==> config.mk <==
export PLATFORM = sky130hd
export DESIGN_NAME = rtcsrc_select
export DESIGN_NICKNAME = d
export VERILOG_FILES = /design/src/rtl/rtcsrc_pkg.sv /design/src/rtl/rtcsrc_lock.sv /design/src/rtl/rtcsrc_prescale.sv /design/src/rtl/rtcsrc_mux.sv /design/src/rtl/rtcsrc_select.sv
export SDC_FILE = /design/constraint.sdc
export NUM_CORES = 1
export LEC_CHECK = 0
export CORE_AREA = 8 8 45 47
export CTS_CLUSTER_SIZE = 25
export DETAILED_ROUTE_END_ITERATION = 10
export DIE_AREA = 0 0 53 55
export DONT_BUFFER_PORTS = 1
export GPL_ROUTABILITY_DRIVEN = 0
export PLACE_DENSITY = 0.52
export SLEW_MARGIN = 20
export SYNTH_ARGS = -nofsm -noshare
export SYNTH_HDL_FRONTEND = slang
export SYNTH_SLANG_ARGS = --single-unit
==> constraint.sdc <==
create_clock -name clk -period 2.05 [get_ports clk]
set_input_delay 0.41 -clock clk [delete_from_list [all_inputs] [get_ports clk]]
set_output_delay 0.41 -clock clk [all_outputs]
set_load 0.1 [all_outputs]
==> src/rtl/rtcsrc_pkg.sv <==
package rtcsrc_pkg;
  localparam int SEL_W = 2;
  typedef enum logic [SEL_W-1:0] {
    SRC_NONE = 2'b00,
    SRC_LSE  = 2'b01,
    SRC_LSI  = 2'b10,
    SRC_HSE  = 2'b11
  } rtc_src_e;
endpackage

==> src/rtl/rtcsrc_lock.sv <==
module rtcsrc_lock
  import rtcsrc_pkg::*;
(
  input  logic             clk,
  input  logic             bkp_rst,
  input  logic             wr_en,
  input  logic [SEL_W-1:0] wr_data,
  output logic [SEL_W-1:0] sel_q,
  output logic             locked_q
);
  // Only the backup-domain reset reaches this register.
  always_ff @(posedge clk) begin
    if (bkp_rst) begin
      sel_q    <= '0;
      locked_q <= 1'b0;
    end else if (wr_en && !locked_q && (wr_data != '0)) begin
      sel_q    <= wr_data;
      locked_q <= 1'b1;
    end
  end
endmodule

==> src/rtl/rtcsrc_prescale.sv <==
module rtcsrc_prescale #(
  parameter int DIV = 128
) (
  input  logic clk,
  input  logic clr,
  input  logic in_tick,
  output logic out_pulse,
  output logic half_level
);
  localparam int CNT_W = $clog2(DIV);
  localparam logic [CNT_W-1:0] LAST = CNT_W'(DIV - 1);

  logic [CNT_W-1:0] cnt_q;

  always_ff @(posedge clk) begin
    if (clr)          cnt_q <= '0;
    else if (in_tick) cnt_q <= (cnt_q == LAST) ? '0 : cnt_q + 1'b1;
  end

  assign out_pulse  = in_tick && (cnt_q == LAST);
  assign half_level = cnt_q[CNT_W-1];
endmodule

==> src/rtl/rtcsrc_mux.sv <==
module rtcsrc_mux
  import rtcsrc_pkg::*;
(
  input  logic             clk,
  input  logic             clr,
  input  logic [SEL_W-1:0] sel,
  input  logic             lse_en,
  input  logic             lsi_en,
  input  logic             hdiv_en,
  output logic             tick_q
);
  logic pick;

  always_comb begin
    unique case (rtc_src_e'(sel))
      SRC_LSE: pick = lse_en;
      SRC_LSI: pick = lsi_en;
      SRC_HSE: pick = hdiv_en;
      default: pick = 1'b0;
    endcase
  end

  always_ff @(posedge clk) begin
    if (clr) tick_q <= 1'b0;
    else     tick_q <= pick;
  end
endmodule

==> src/rtl/rtcsrc_select.sv <==
module rtcsrc_select
  import rtcsrc_pkg::*;
#(
  parameter int DIV = 128
) (
  input  logic             clk,
  input  logic             rst,
  input  logic             bkp_rst,
  input  logic             hse_tick,
  input  logic             lse_tick,
  input  logic             lsi_tick,
  input  logic             sel_wr,
  input  logic [SEL_W-1:0] sel_wdata,
  output logic [SEL_W-1:0] sel_rd,
  output logic             lock_rd,
  output logic             rtc_tick,
  output logic             div_level
);
  logic any_rst;
  logic hdiv_pulse;

  assign any_rst = rst | bkp_rst;

  rtcsrc_lock u_lock (
    .clk      (clk),
    .bkp_rst  (bkp_rst),
    .wr_en    (sel_wr),
    .wr_data  (sel_wdata),
    .sel_q    (sel_rd),
    .locked_q (lock_rd)
  );

  rtcsrc_prescale #(.DIV(DIV)) u_pre (
    .clk        (clk),
    .clr        (any_rst),
    .in_tick    (hse_tick),
    .out_pulse  (hdiv_pulse),
    .half_level (div_level)
  );

  rtcsrc_mux u_mux (
    .clk     (clk),
    .clr     (any_rst),
    .sel     (sel_rd),
    .lse_en  (lse_tick),
    .lsi_en  (lsi_tick),
    .hdiv_en (hdiv_pulse),
    .tick_q  (rtc_tick)
  );
endmodule

==> run_results.csv, run 1 <==
group,metric,value,unit
logic_synthesis,yosysMostFrequentCell,"dfxtp_1",
grt,grt.met3_usage,3.74,%
logic_synthesis,syn-cell-area,508,µm²
floorplanning,fp.dieW,53,µm
finish,area_growth,14.3,%
critical_path,path_class,"reg2reg",
grt,use_met1,9.31,%
finish,multi_input_area,269,µm²
grt,grt-ovfl-total,0,
finish,diodes,0,
logic_synthesis,postSynthCellCount,57,
grt,grt_use_met2,12.1,%
floorplanning,num_rows,14,
floorplanning,num_io_pins,14,
finish,regArea,220,µm²
power_and_ir_drop,p_seq_share,50.8,%
clock_tree,cts_hold_buf,0,
critical_path,required,2.26,ns
logic_synthesis,ys_types,22,
timing,hold_viol,0,
clock_tree,post_cts.repair.setup_buffers,0,
grt,antenna_found_initial,0,
power_and_ir_drop,combPwrFrac,13.9,%
finish,final_area,581,µm²
power_and_ir_drop,power.switching,0.130,mW
logic_synthesis,synth.net_count,67,
power_and_ir_drop,p_per_area,756,nW/µm²
finish,nNetsFinal,75,
timing,slew_headroom,79.6,%
clock_tree,numCtsBuffers,3,
timing,period_needed,1.43,ns
clock_tree,htreeDepth,1,
clock_tree,cts_tree,"built",
clock_tree,ctsResizeCount,0,
logic_synthesis,yosysSeqAreaShare,43.3,%
clock_tree,insertion_delay,0.28,ns
clock_tree,cts_root_buffer,"clkbuf_4",
drt,drt_iter0_markers,4,
clock_tree,worst_setup_hold_path_clk_slew,0.07,ns
timing,slew_viol_final,0,
placed_design,io_buffers,0,
timing,finClkSkew,0.00121,ns
placed_design,dp_hpwl,808,µm
grt,grt_use_total,8.48,%
floorplanning,die_h,55,µm
floorplanning,core_area,1380,µm²
placed_design,dpl_cell_area,554,µm²
power_and_ir_drop,ir_drop,0.341,mV
floorplanning,die_area,2920,µm²
logic_synthesis,synth_area_per_cell,8.91,µm²
critical_path,start_kind,"flop",
critical_path,end_kind,"flop",
timing,worst_pin_slew,0.306,ns
logic_synthesis,synth_area_leaders,"dfxtp_1 43%, nand2_1 6.7%, a21oi_1 5.9%, xor2_1 5.2%, nand4_2 4.9%",
floorplanning,start_util,36.7,%
drt,drt-total-wl,1090,µm
logic_synthesis,synthFlopType,"dfxtp_1",
logic_synthesis,yosys.area.top_type,"dfxtp_1",
run,drv_cap,0,
drt,via_per_inst,5.36,
grt,grt_max_degree,10,
finish,drive_gt1_share,20.3,%
power_and_ir_drop,p_clk_share,35.3,%
grt,grt_pass1_wl,1810,µm
power_and_ir_drop,intPower,0.309,mW
timing,fmax,0.698,GHz
drt,num_vias,429,
finish,num-fill-cells,150,
logic_synthesis,async_reset_ff_share,0,%
drt,drc,0,
clock_tree,cts_buffer_depth,2,
drt,drt_pass1_iterations,3,
logic_synthesis,ys_seq_elements,11,
hold_path,worstHoldPathType,"in2reg",
critical_path,crit_fanout,6,
timing,setup_tns,0,ns
logic_synthesis,synth_edf_count,0,
drt,final_antenna_net_count,0,
power_and_ir_drop,leakagePower,0.222,nW
grt,top_usage_layer,"met2",
drt,avgRoutedWirePerCell,13.7,µm
power_and_ir_drop,switching_share,29.5,%
timing,fin_crit_sh,69.8,%
timing,rsz0062_at_grt,"no",
status,status,"finished clean",
logic_synthesis,synth_common_cells,"11 x dfxtp_1, 9 x nand2_1, 6 x a21oi_1",
clock_tree,clock_sinks,11,
logic_synthesis,yosys.area.top_type_share,43.3,%
critical_path,arrival,1.64,ns
grt,grt_pass1_vias,415,
timing,setup_viol_count_final,0,
logic_synthesis,yosys_warnings,0,
-- cells in the final DEF, fill, tap and decap left out, types with 2 or more instances in the layout --
cell type and instances:
buf_4 5, inv_1 2, nand2_1 9, dfxtp_1 11
or3_1 2, a21oi_1 6, clkbuf_4 3, xor2_1 3
nor2_1 3, nand4_2 2, nand3b_1 2, o21ai_0 5
-- registers in the layout, summed over array words and instances (netlist names) --
| name | cells |
|---|---|
| u_mux.tick_q | 1 |
| u_lock.locked_q | 1 |
| u_lock.sel_q | 2 |
| u_pre.cnt_q | 7 |
-- per-layer routing --
| metal | up-vias | wire length (µm) |
|---|---|---|
| li1 | 220 | - |
| met1 | 195 | 484 |
| met2 | 9 | 466 |
| met3 | 5 | 101 |
| met4 | 0 | 40 |
| met5 | - | 0 |
-- cells by family after synthesis --
| group | Yosys count | share of synthesized area, % |
|---|---|---|
| DFF | 11 | 43.3 |
| xor gates and xnor gates | 3 | 5.17 |
| adders and majority gates | 1 | 2.46 |
| buffers and inverters | 4 | 3.69 |
| and+or+nand+nor | 22 | 24.1 |
| AOI/OAI and AO/OA | 16 | 21.2 |
-- power groups by stage --
stage	Combinational, mW	Sequential, mW	Clock, mW
after floorplan	0.0199	0.262	0
after global placement	0.0615	0.228	0
after detailed placement	0.0612	0.228	0
after CTS	0.0615	0.223	0.158
after global routing	0.0642	0.224	0.169
final	0.0610	0.223	0.155
-- worst max-delay path: stages (launching register included) --
cell and delay [ns]:
dfxtp_1 0.39, ha_1 0.22, nand4_2 0.18, o311a_1 0.38, a211oi_2 0.18
-- layout make-up --
class,instances,area share (%)
inverter,2,1.29
clock buffer,4,4.53
timing repair buffer,5,6.47
multi-input combinational,42,46.3
tap,16,3.45
sequential,11,37.9
-- through the flow --
stage	total power [mW]	util [%]	cells	worst slack [ns]	hold slack [ns]
floorplan	0.282	-	57	0.299	0.472
global placement	0.289	40.1	76	0.684	0.482
detailed placement	0.289	40.1	76	0.626	0.483
CTS	0.443	42.0	80	0.601	0.191
global route	0.457	42.0	80	0.525	0.181
finish	0.439	42.0	80	0.618	0.190
-- worst paths after layout --
| kind | to | startpoint | depth (start not counted) | slack, ns |
|---|---|---|---|---|
| hold reg to reg | u_pre.cnt_q[1] | u_pre.cnt_q[1] | 2 | 0.50 |
| hold / removal | u_lock.sel_q[1] | bkp_rst | 1 | 0.19 |
| setup reg to reg | u_mux.tick_q | u_pre.cnt_q[0] | 4 | 0.62 |
| setup / recovery | u_mux.tick_q | u_pre.cnt_q[0] | 4 | 0.62 |
(Power assumes the default switching activity.)
==> inputs of run 2 (changes only) <==
==> constraint.sdc (replaced) <==
create_clock -name clk -period 1.4 [get_ports clk]
set_input_delay 0.28 -clock clk [delete_from_list [all_inputs] [get_ports clk]]
set_output_delay 0.28 -clock clk [all_outputs]
set_load 0.1 [all_outputs]
==> run 2 against run 1 <==
Clock-buffer cell count stayed put. Register-to-register slack worse by 0.52 ns. Largest power group unchanged. Worst setup slack got worse by 0.52 ns. Sequential power up 48%. Total power grew 46%. Global-route usage rose by 0.62 points. Highest routed layer unchanged.
==> run_results.csv, run 2 (synthesis results as in run 1) <==
group,metric,value,unit
critical_path,crit_cells,3,
grt,grt_use_total,9.10,%
timing,fmax,0.770,GHz
critical_path,rr_startpoint,"u_pre.cnt_q[2]",
critical_path,cp_slowest_stage_delay,0.44,ns
timing,holdWs,0.0545,ns
critical_path,end_kind,"flop",
timing,hold_viol,0,
critical_path,path_class,"reg2reg",
finish,final_common_cell,"nand2_1",
grt,grt_pass1_wl,1820,µm
power_and_ir_drop,leakagePower,0.230,nW
placed_design,io_buffers,0,
grt,antenna_found_initial,0,
grt,grt-ovfl-total,0,
finish,drive_gt1_share,31.8,%
finish,regArea,226,µm²
critical_path,cp_num_buf_inv,0,
critical_path,r2r_end,"u_pre.cnt_q[5]",
critical_path,arrival,1.48,ns
finish,num-fill-cells,138,
drt,drt_pass1_iterations,4,
drt,via_per_inst,5.43,
timing,slew_viol_final,0,
critical_path,crit_fanout,5,
floorplanning,start_util,36.7,%
critical_path,start_kind,"flop",
drt,drt-total-wl,1140,µm
finish,regMostFlops,"u_pre.cnt_q",
critical_path,crit_start,"u_pre.cnt_q[2]",
drt,final_antenna_net_count,0,
clock_tree,numCtsBuffers,3,
drt,num_vias,445,
timing,period_needed,1.30,ns
clock_tree,insertion_delay,0.28,ns
timing,setup_viol_count_final,0,
finish,layout_common_cells,"9 x nand2_1, 7 x buf_4, 6 x a21oi_1, 6 x dfxtp_1",
finish,largest_register_ffs,7,
power_and_ir_drop,ir_drop,0.517,mV
hold_path,worstHoldPathType,"in2reg",
timing,setup_tns,0,ns
drt,drt_iter0_markers,12,
clock_tree,post_cts.repair.setup_buffers,0,
floorplanning,die_h,55,µm
status,status,"finished clean",
critical_path,cp_top_family,"simple AND/OR/NAND/NOR gates",
timing,slew_headroom,80.8,%
grt,grt_pass1_vias,433,
power_and_ir_drop,p_per_area,1060,nW/µm²
critical_path,cpMaxStageDelayCell,"dfxtp_1",
critical_path,reg2regPathDepth,3,
drt,avgRoutedWirePerCell,13.9,µm
timing,rsz0062_at_grt,"no",
critical_path,path_cells,"nand4_2, or3_1, a221oi_2",
clock_tree,clock_sinks,11,
finish,diodes,0,
clock_tree,htreeDepth,1,
floorplanning,num_io_pins,14,
clock_tree,cts_root_buffer,"clkbuf_4",
clock_tree,cts_buffer_depth,2,
finish,nNetsFinal,77,
timing,finClkSkew,0.00591,ns
floorplanning,fp.dieW,53,µm
floorplanning,die_area,2920,µm²
run,drv_cap,0,
placed_design,dp_hpwl,851,µm
timing,worst_pin_slew,0.288,ns
finish,multi_input_area,272,µm²
critical_path,required,1.58,ns
clock_tree,worst_setup_hold_path_clk_slew,0.07,ns
finish,top_regs,"u_pre.cnt_q (7), u_lock.sel_q (2)",
drt,drc,0,
critical_path,crit_end,"u_pre.cnt_q[5]",
timing,fin_crit_sh,92.7,%
grt,grt_max_degree,10,
floorplanning,num_rows,14,
critical_path,reg2reg_slack,0.10,ns
clock_tree,cts_tree,"built",
floorplanning,core_area,1380,µm²
finish,area_growth,19.0,%
==> run 2: cell types whose count changed in the layout (fill, tap and decap cells not counted), sizes merged <==
cell,change
buf,+2
==> run 2: worst reg2reg max path, stage by stage (launching register included) <==
cell	delay (ns)
dfxtp_1	0.44
nand4_2	0.16
or3_1	0.36
a221oi_2	0.26
==> run 2: what timing repair did <==
item	CTS	global route
resized for setup	0	2
hold buffers	0	0
endpoints found under the setup margin	0	1
==> run 2: metrics by stage <==
| stage | power (mW) | instances | instance area, µm² | util (%) | worst slack (ns) |
|---|---|---|---|---|---|
| after CTS | 0.655 | 82 | 601 | 43.4 | 0.0573 |
| after floorplan | 0.414 | 57 | 513 | - | 0.00658 |
| after detailed placement | 0.427 | 78 | 574 | 41.5 | 0.0710 |
| after global routing | 0.670 | 82 | 604 | 43.7 | 0.0233 |
| after global placement | 0.427 | 78 | 574 | 41.5 | 0.116 |
| final | 0.640 | 82 | 604 | 43.7 | 0.102 |
==> run 2: worst min-delay path by stage <==
stage	start	endpoint	slack [ns]	cells after the start
floorplan	bkp_rst	u_lock.locked_q	0.34	1
global placement	bkp_rst	u_lock.sel_q[0]	0.34	1
detailed placement	bkp_rst	u_lock.sel_q[0]	0.35	1
CTS	bkp_rst	u_lock.sel_q[0]	0.04	1
global route	bkp_rst	u_lock.sel_q[1]	0.05	1
finish	bkp_rst	u_lock.sel_q[0]	0.05	1
==> run 2: layout make-up <==
class | count | area share (%)
multi-input combinational | 42 | 44.9
sequential | 11 | 37.5
timing repair buffer | 7 | 8.70
clock buffer | 4 | 4.35
tap | 16 | 3.31
inverter | 2 | 1.24
==> run 2: report_power, final <==
part           leakage, nW  internal [mW]  switching [mW]
logic                0.124         0.0228          0.0678
clock network       0.0150          0.111           0.110
registers           0.0915          0.323         0.00606
total                0.230          0.456           0.184
==> run 2: routing by layer <==
layer | vias up | wire length, µm | track usage (%)
li1 | 223 | - | -
met1 | 198 | 491 | 8.74
met2 | 19 | 491 | 12.9
met3 | 5 | 117 | 6.15
met4 | 0 | 41 | 8.62
met5 | - | 0 | 0
==> inputs of run 3 (changes only) <==
==> constraint.sdc (replaced) <==
create_clock -name clk -period 1.6 [get_ports clk]
set_input_delay 0.32 -clock clk [delete_from_list [all_inputs] [get_ports clk]]
set_output_delay 0.32 -clock clk [all_outputs]
set_load 0.1 [all_outputs]
==> run 3 against run 2 <==
Total power is 13% lower. Sequential power is 13% lower. Cell count is 2.4% lower. Non-clock buffer count is 2 lower. Highest routed layer unchanged. Critical path type unchanged. Final area is 3.7% lower. Sequential share of layout area is 0.59 points higher. Fmax is 8.9% lower. Clock skew is 0.0014 ns lower. First-iteration DRC count is 17% lower. Via count is 5.8% lower. Critical path depth is 1 higher.
==> run_results.csv, run 3 (synthesis results as in run 1) <==
group,metric,value,unit
critical_path,cpMaxStageDelayCell,"dfxtp_1",
power_and_ir_drop,p_clk_share,34.5,%
critical_path,required,1.80,ns
drt,final_antenna_net_count,0,
grt,grt_use_total,8.38,%
critical_path,path_cells,"ha_1, nand4_2, o311a_1, a211oi_2",
floorplanning,fp.dieW,53,µm
grt,grt_pass1_vias,421,
critical_path,rr_startpoint,"u_pre.cnt_q[0]",
power_and_ir_drop,leakagePower,0.222,nW
timing,fmax,0.701,GHz
timing,setup_tns,0,ns
hold_path,worstHoldPathType,"in2reg",
clock_tree,worst_setup_hold_path_clk_slew,0.07,ns
drt,num_vias,419,
floorplanning,start_util,36.7,%
clock_tree,cts_root_buffer,"clkbuf_4",
clock_tree,numCtsBuffers,3,
finish,largest_register_ffs,7,
clock_tree,ctsResizeCount,0,
critical_path,crit_start,"u_pre.cnt_q[0]",
power_and_ir_drop,intPower,0.396,mW
finish,area_growth,14.5,%
clock_tree,cts_buffer_depth,2,
timing,period_needed,1.43,ns
critical_path,cp_slowest_stage_delay,0.38,ns
run,drv_cap,0,
floorplanning,num_rows,14,
power_and_ir_drop,switching_share,28.6,%
timing,slew_viol_final,0,
timing,slew_headroom,80.2,%
power_and_ir_drop,p_seq_share,51.6,%
critical_path,path_class,"reg2reg",
critical_path,crit_fanout,6,
critical_path,reg2reg_slack,0.17,ns
floorplanning,core_area,1380,µm²
grt,grt.met3_usage,3.21,%
clock_tree,htreeDepth,1,
floorplanning,num_io_pins,14,
clock_tree,insertion_delay,0.27,ns
timing,hold_viol,0,
critical_path,r2r_end,"u_mux.tick_q",
finish,drive_gt1_share,21.9,%
drt,drt_pass1_iterations,4,
grt,top_usage_layer,"met2",
grt,grt_use_met2,13.7,%
critical_path,arrival,1.63,ns
drt,drt-total-wl,1060,µm
finish,top_regs,"u_pre.cnt_q (7), u_lock.sel_q (2)",
critical_path,start_kind,"flop",
finish,num-fill-cells,136,
grt,grt_pass1_wl,1750,µm
clock_tree,cts_hold_buf,0,
floorplanning,die_h,55,µm
timing,finClkSkew,0.00455,ns
timing,worst_pin_slew,0.297,ns
critical_path,reg2regPathDepth,4,
finish,final_util,42.0,%
drt,avgRoutedWirePerCell,13.3,µm
drt,drt_iter0_markers,10,
grt,grt_max_degree,10,
clock_tree,clock_sinks,11,
power_and_ir_drop,power.switching,0.159,mW
power_and_ir_drop,p_per_area,954,nW/µm²
timing,setup_viol_count_final,0,
placed_design,dp_hpwl,796,µm
grt,use_met1,8.10,%
finish,diodes,0,
finish,nNetsFinal,75,
drt,via_per_inst,5.24,
critical_path,crit_end,"u_mux.tick_q",
critical_path,end_kind,"flop",
clock_tree,cts_tree,"built",
placed_design,io_buffers,0,
timing,fin_crit_sh,89.1,%
finish,regMostFlops,"u_pre.cnt_q",
status,status,"finished clean",
power_and_ir_drop,combPwrFrac,13.9,%
finish,final_common_cell,"dfxtp_1",
grt,grt-ovfl-total,0,
drt,drc,0,
finish,layout_common_cells,"10 x dfxtp_1, 9 x nand2_1, 6 x a21oi_1",
floorplanning,die_area,2920,µm²
grt,antenna_found_initial,0,
clock_tree,post_cts.repair.setup_buffers,0,
power_and_ir_drop,ir_drop,0.540,mV
timing,rsz0062_at_grt,"no",
-- run 3: changes by cell type in the layout (fill, tap and decap cells not counted) --
cell and change:
buf_4 -2, ha_1 +1, dfxtp_2 -4, ha_2 -1
dfxtp_1 +4
-- run 3: power by group through the flow --
stage | clock network (mW) | logic (mW) | registers [mW]
2_1_floorplan | 0 | 0.0255 | 0.336
3_3_place_gp | 0 | 0.0783 | 0.293
3_5_place_dp | 0 | 0.0777 | 0.293
4_1_cts | 0.203 | 0.0780 | 0.286
5_1_grt | 0.212 | 0.0822 | 0.287
6_report | 0.191 | 0.0773 | 0.286
-- run 3: critical path: cells and delay by family, from the launching register on --
family / cells / cell delay (ns)
compound gates: 2 / 0.56
fa+ha+maj: 1 / 0.22
flops: 1 / 0.38
simple gates: 1 / 0.18
-- run 3: how the worst min path moves through the flow --
stage | start | endpoint | slack [ns] | cells past startpoint
2_1_floorplan | bkp_rst | u_lock.locked_q | 0.39 | 1
3_3_place_gp | bkp_rst | u_lock.sel_q[0] | 0.39 | 1
3_5_place_dp | bkp_rst | u_lock.sel_q[0] | 0.39 | 1
4_1_cts | bkp_rst | u_lock.sel_q[0] | 0.1 | 1
5_1_grt | bkp_rst | u_lock.sel_q[1] | 0.1 | 1
6_report | bkp_rst | u_lock.sel_q[0] | 0.11 | 1
-- run 3: metrics by stage --
step                hold WS, ns  total power [mW]  cells  setup slack [ns]  cell area (µm²)
floorplan                 0.389             0.361     57            0.0993              509
global placement          0.392             0.371     76             0.238              556
detailed placement        0.394             0.371     76             0.189              556
CTS                      0.0988             0.567     80             0.173              582
global route             0.0959             0.581     80             0.101              582
finish                    0.112             0.555     80             0.174              582
-- run 3: area by class of cell --
class / count / area [µm²] / share of cell area [%]
Clock buffer: 4 / 26.3 / 4.52
Inverter: 2 / 7.51 / 1.29
Multi-Input combinational cell: 42 / 269 / 46.2
Sequential cell: 11 / 221 / 38.1
Tap cell: 16 / 20.0 / 3.44
Timing Repair Buffer: 5 / 37.5 / 6.45
-- run 3: metal layers --
metal / part of all wire (%) / wire [µm]
met1: 47 / 494
met2: 42 / 448
met3: 8.0 / 85
met4: 3.1 / 33
met5: 0 / 0
